<file path="src/rtl/swint_pkg.sv">
package swint_pkg;

    // Register-bus locations. The set and clear aliases rely on this ordering
    // only for decoding; reads of every location except the level return the word.
    localparam int ADR_W = 2;
    localparam logic [ADR_W-1:0] ADR_LOAD  = 2'd0;
    localparam logic [ADR_W-1:0] ADR_SET   = 2'd1;
    localparam logic [ADR_W-1:0] ADR_CLEAR = 2'd2;
    localparam logic [ADR_W-1:0] ADR_LEVEL = 2'd3;

    // Operation applied to the state in one cycle.
    typedef enum logic [2:0] {
        OP_IDLE,
        OP_LOAD,
        OP_SET,
        OP_CLEAR,
        OP_LEVEL
    } swint_op_e;

endpackage

</file>
<file path="src/rtl/swint_wr_decode.sv">
module swint_wr_decode
    import swint_pkg::*;
(
    input  logic             wr_en,
    input  logic [ADR_W-1:0] wr_addr,
    output swint_op_e        op
);

    // Turn the bus strobe and location into a single operation code.
    always_comb begin
        op = OP_IDLE;
        if (wr_en) begin
            unique case (wr_addr)
                ADR_LOAD:  op = OP_LOAD;
                ADR_SET:   op = OP_SET;
                ADR_CLEAR: op = OP_CLEAR;
                ADR_LEVEL: op = OP_LEVEL;
                default:   op = OP_IDLE;
            endcase
        end
    end

endmodule

</file>
<file path="src/rtl/swint_reg_core.sv">
module swint_reg_core
    import swint_pkg::*;
#(
    parameter int SI_W    = 17,
    parameter int PIL_W   = 4,
    parameter int DATA_W  = 32,
    parameter int HIT_BIT = 0
) (
    input  logic              clk,
    input  logic              rst_n,
    input  swint_op_e         op,
    input  logic [DATA_W-1:0] wr_data,
    input  logic              timer_hit,
    output logic [SI_W-1:0]   soft_q,
    output logic [PIL_W-1:0]  level_q
);

    logic [SI_W-1:0]  wdat;
    logic [SI_W-1:0]  after_bus;
    logic [SI_W-1:0]  soft_d;
    logic [PIL_W-1:0] level_d;

    // Only the low SI_W bits of the bus take part in any word update.
    assign wdat = wr_data[SI_W-1:0];

    // The bus operation is applied first.
    always_comb begin
        after_bus = soft_q;
        unique case (op)
            OP_LOAD:  after_bus = wdat;
            OP_SET:   after_bus = soft_q | wdat;
            OP_CLEAR: after_bus = soft_q & ~wdat;
            default:  after_bus = soft_q;
        endcase
    end

    // The timer strobe is applied after the bus, so it always survives.
    always_comb begin
        soft_d = after_bus;
        if (timer_hit) begin
            soft_d[HIT_BIT] = 1'b1;
        end
    end

    assign level_d = (op == OP_LEVEL) ? wr_data[PIL_W-1:0] : level_q;

    always_ff @(posedge clk or negedge rst_n) begin
        if (!rst_n) begin
            soft_q  <= '0;
            level_q <= '1;
        end else begin
            soft_q  <= soft_d;
            level_q <= level_d;
        end
    end

endmodule

</file>
<file path="src/rtl/swint_req_gate.sv">
module swint_req_gate #(
    parameter int          SI_W        = 17,
    parameter int          PIL_W       = 4,
    parameter int unsigned FIXED_LIMIT = 14
) (
    input  logic             clk,
    input  logic             rst_n,
    input  logic [SI_W-1:0]  soft_q,
    input  logic [PIL_W-1:0] level_q,
    output logic [SI_W-1:0]  irq_q
);

    localparam logic [31:0] LIMIT32 = 32'(FIXED_LIMIT);

    logic [31:0]     level32;
    logic            below_fixed;
    logic [SI_W-1:0] eligible;

    assign level32     = 32'(level_q);
    assign below_fixed = level32 < LIMIT32;

    // The two end bits use the fixed threshold; the middle bits compare
    // their own index with the level.
    for (genvar k = 0; k < SI_W; k++) begin : g_bit
        localparam logic [31:0] IDX = 32'(k);
        if (k == 0 || k == SI_W - 1) begin : g_fixed
            assign eligible[k] = soft_q[k] & below_fixed;
        end else begin : g_indexed
            assign eligible[k] = soft_q[k] & (level32 < IDX);
        end
    end

    always_ff @(posedge clk or negedge rst_n) begin
        if (!rst_n) begin
            irq_q <= '0;
        end else begin
            irq_q <= eligible;
        end
    end

endmodule

</file>
<file path="src/rtl/swint_mask_unit.sv">
module swint_mask_unit
    import swint_pkg::*;
#(
    parameter int          SI_W        = 17,
    parameter int          PIL_W       = 4,
    parameter int          DATA_W      = 32,
    parameter int unsigned FIXED_LIMIT = 14
) (
    input  logic              clk,
    input  logic              rst_n,
    input  logic              wr_en,
    input  logic [1:0]        wr_addr,
    input  logic [DATA_W-1:0] wr_data,
    input  logic              timer_hit,
    input  logic [1:0]        rd_addr,
    output logic [DATA_W-1:0] rd_data,
    output logic [SI_W-1:0]   irq_req
);

    swint_op_e        op;
    logic [SI_W-1:0]  soft_q;
    logic [PIL_W-1:0] level_q;

    swint_wr_decode u_decode (
        .wr_en   (wr_en),
        .wr_addr (wr_addr),
        .op      (op)
    );

    swint_reg_core #(
        .SI_W    (SI_W),
        .PIL_W   (PIL_W),
        .DATA_W  (DATA_W),
        .HIT_BIT (0)
    ) u_core (
        .clk       (clk),
        .rst_n     (rst_n),
        .op        (op),
        .wr_data   (wr_data),
        .timer_hit (timer_hit),
        .soft_q    (soft_q),
        .level_q   (level_q)
    );

    swint_req_gate #(
        .SI_W        (SI_W),
        .PIL_W       (PIL_W),
        .FIXED_LIMIT (FIXED_LIMIT)
    ) u_gate (
        .clk     (clk),
        .rst_n   (rst_n),
        .soft_q  (soft_q),
        .level_q (level_q),
        .irq_q   (irq_req)
    );

    // Combinational read: the level at its own location, the word elsewhere.
    always_comb begin
        if (rd_addr == ADR_LEVEL) begin
            rd_data = DATA_W'(level_q);
        end else begin
            rd_data = DATA_W'(soft_q);
        end
    end

endmodule

</file>
<file path="config.mk">
export PLATFORM = sky130hd
export DESIGN_NAME = swint_mask_unit
export DESIGN_NICKNAME = d
export VERILOG_FILES = /design/src/rtl/swint_pkg.sv /design/src/rtl/swint_wr_decode.sv /design/src/rtl/swint_reg_core.sv /design/src/rtl/swint_req_gate.sv /design/src/rtl/swint_mask_unit.sv
export SDC_FILE = /design/constraint.sdc
export NUM_CORES = 1
export LEC_CHECK = 0
export BUFFER_PORTS_ARGS = -buffer_cell sky130_fd_sc_hd__buf_2
export CORE_UTILIZATION = 30
export DETAILED_ROUTE_END_ITERATION = 16
export PLACE_DENSITY_LB_ADDON = 0.12
export SETUP_SLACK_MARGIN = 0.2
export SLEW_MARGIN = 40
export SYNTH_ARGS = -nofsm -noshare
export SYNTH_HDL_FRONTEND = slang
export SYNTH_SLANG_ARGS = --single-unit
export TNS_END_PERCENT = 10
</file>
<file path="constraint.sdc">
create_clock -name clk -period 1.4 [get_ports clk]
set_input_delay 0 -clock clk [delete_from_list [all_inputs] [get_ports clk]]
set_output_delay 0 -clock clk [all_outputs]
set_load 0.01 [all_outputs]
</file>
==> qor.yml <==
outcome: "finished clean"
io_pins: 89
drive_gt1_frac: 0.361
cts_resized: 0
crit_required_ns: 1.57
path_max_fanout: 3
diodes: 0
wl_per_cell_um: 13.2
num_rows: 28
netlist-cell-type-count: 36
ir_drop_mv: 0.547
synth_compound_area_frac: 0.127
crit_type: "reg -> reg"
drt_iter0_drc: 54
utilization: 0.434
vias_per_cell: 4.53
antenna_found_initial: 0
tritoncts: "built"
clk_pin_slew_worst_paths_ns: 0.07
pre_cts_slack_ns: -0.116
drcViolationCount: 0
firstDrtPassIters: 4
core_mm2: 0.00606
grt_max_degree: 22
yosys_most_used_dff: "dfrtp_1"
yosys_warnings: 0
place.gp.congestion: 0.669
grt.total_usage: 0.141
synth-seq-area-share: 0.494
synthArstFlopShare: 1.00
rsz0062_at_grt: "yes"
cts_buffer_depth: 2
port_buffers: 58
maxCapViolations: 0
initial_core_util: 0.319
worstReg2RegStart: "u_core.soft_q[0]"
dp.cells: 313
final-hold-violation-count: 0
hp-class: "in -> reg"
slew_violations: 0
period_needed_ns: 1.25
whs_ns: 0.0244
grt_pass1_vias: 1409
synthMuxAreaShare: 0.0466
fin_crit_sh: 0.895
n_fill_cell: 628
clock-skew-final_ns: 0.00371
yosys.area_share.simple: 0.208
synth_edf_count: 0
power-per-cell-area_mw_per_mm2: 1260
startpoint_type: "flop"
cts_max_level: 2
fin_ws_ns: 0.146
fmax_mhz: 798
syn_inst: 181
die_area_mm2: 0.00677
synth-seq-cells: 38
syn_to_final_growth_pct: 35.9
fin_cells: 344
die_w_um: 82.3
syn_area_mm2: 0.00193
rrSetupSlack_ns: 0.15
cts-root-buf: "clkbuf_8"
cp-end-kind: "flop"
grt_overflow: 0
setup_viol: 0
clock-sinks: 38
min_from: "wr_data[0]"
cts_buffers: 5
grt_pass1_wl_um: 6990
clock_latency_ns: 0.28
die_h_um: 82.3
nets: 311
arrival_ns: 1.43
synth.avg_cell_area_um2: 10.7
synth_top_family_by_area: "simple AND/OR/NAND/NOR gates"
startpoint: "u_core.soft_q[0]"
routed_wirelength_um: 4540
synthAdderAreaFrac: 0.0194
vias: 1559
p_leak_uw: 0.00129
route.antenna.remaining_nets: 0
dp_hpwl_um: 3340
synth_xor_area_frac: 0
state kept, by name, summed over array words and instances, names as in the netlist:
signal,count
u_core.level_q,4
u_core.soft_q,17
u_gate.irq_q,17
layer usage:
layer	GRT usage	wire length, um
met5	0	0
met4	0.0526	68
met3	0.0330	270
met2	0.206	1990
met1	0.202	2200
synthesized netlist by cell type, types with 3 or more instances:
cell type | n | share of area
mux2_2 | 8 | 0.047
nor2_1 | 4 | 0.0078
nand3_1 | 17 | 0.044
clkbuf_1 | 6 | 0.012
and2_1 | 18 | 0.058
a22o_1 | 16 | 0.072
nand2_1 | 4 | 0.0078
ha_1 | 3 | 0.019
dfstp_2 | 4 | 0.054
buf_4 | 15 | 0.058
o21ai_0 | 3 | 0.0078
nand2b_1 | 17 | 0.055
inv_1 | 4 | 0.0078
dfrtp_1 | 34 | 0.44
critical path, stage by stage, from the launching register on:
cell     delay [ns]
dfrtp_1        0.39
or4_1          0.50
a41o_1         0.25
cell type report:
cell class,count,area (um^2),area share
Clock buffer,8,80.1,0.0305
Inverter,4,32.5,0.0124
Multi-Input combinational cell,126,856,0.326
Sequential cell,38,956,0.364
Tap cell,75,93.8,0.0357
Timing Repair Buffer,93,611,0.232
power by group:
part           total (uW)  leakage [uW]  switching, uW  internal [uW]
combinational        1050      0.000789            518            534
sequential           1540      0.000465            169           1370
clock                 710     0.0000395            356            354
total                3300       0.00129           1040           2260
logic make-up (layout without fill, tap and decap cells):
group                    Yosys count  after routing
other                              1             15
buffers and inverters             31            105
adder cells (fa/ha/maj)            3              3
multiplexers                       8              8
AND/OR/NAND/NOR                   69             69
flip-flops                        38             38
AO/OA/AOI/OAI                     31             31
final timing paths:
| kind | endpoint | depth (start not counted) |
|---|---|---|
| worst min register to register | u_core.soft_q[6] | 1 |
| max in group asynchronous | u_core.level_q[2] | 3 |
| worst max-delay path | u_core.soft_q[0] | 2 |
| min in group asynchronous | u_gate.irq_q[14] | 2 |
| worst max register to register | u_core.soft_q[0] | 2 |
| worst min-delay path | u_core.level_q[0] | 2 |
stage by stage:
step	total power, uW	cell area, um^2	TNS [ns]
finish	3300	2630	0
global route	3540	2630	0
CTS	3330	2610	0
detailed placement	2550	2330	-1.28
global placement	2540	2330	-0.991
floorplan	2160	2030	0
cell usage in the layout, fill, tap and decap left out, types with 2 or more instances in the layout:
cell type / n
o21a_1: 2
mux2_2: 8
buf_2: 58
a22o_1: 16
nor2_1: 4
nand2_1: 4
inv_1: 2
clkbuf_8: 5
nor2b_1: 2
and3_1: 2
ha_4: 2
buf_4: 16
conb_1: 15
nand2b_1: 17
and2_1: 18
a21oi_1: 2
nand3_1: 17
clkbuf_1: 3
dfstp_2: 4
dlygate4sd3_1: 18
dfrtp_1: 34
o21ai_0: 3
repair_timing:
| item | CTS | global route |
|---|---|---|
| endpoints found under the setup margin | 8 | 14 |
| buffers inserted | 2 | 3 |
| endpoints found under the hold margin | 54 | 0 |
| hold buffers | 18 | 0 |
No activity file was read; power rests on OpenSTA's default activity.
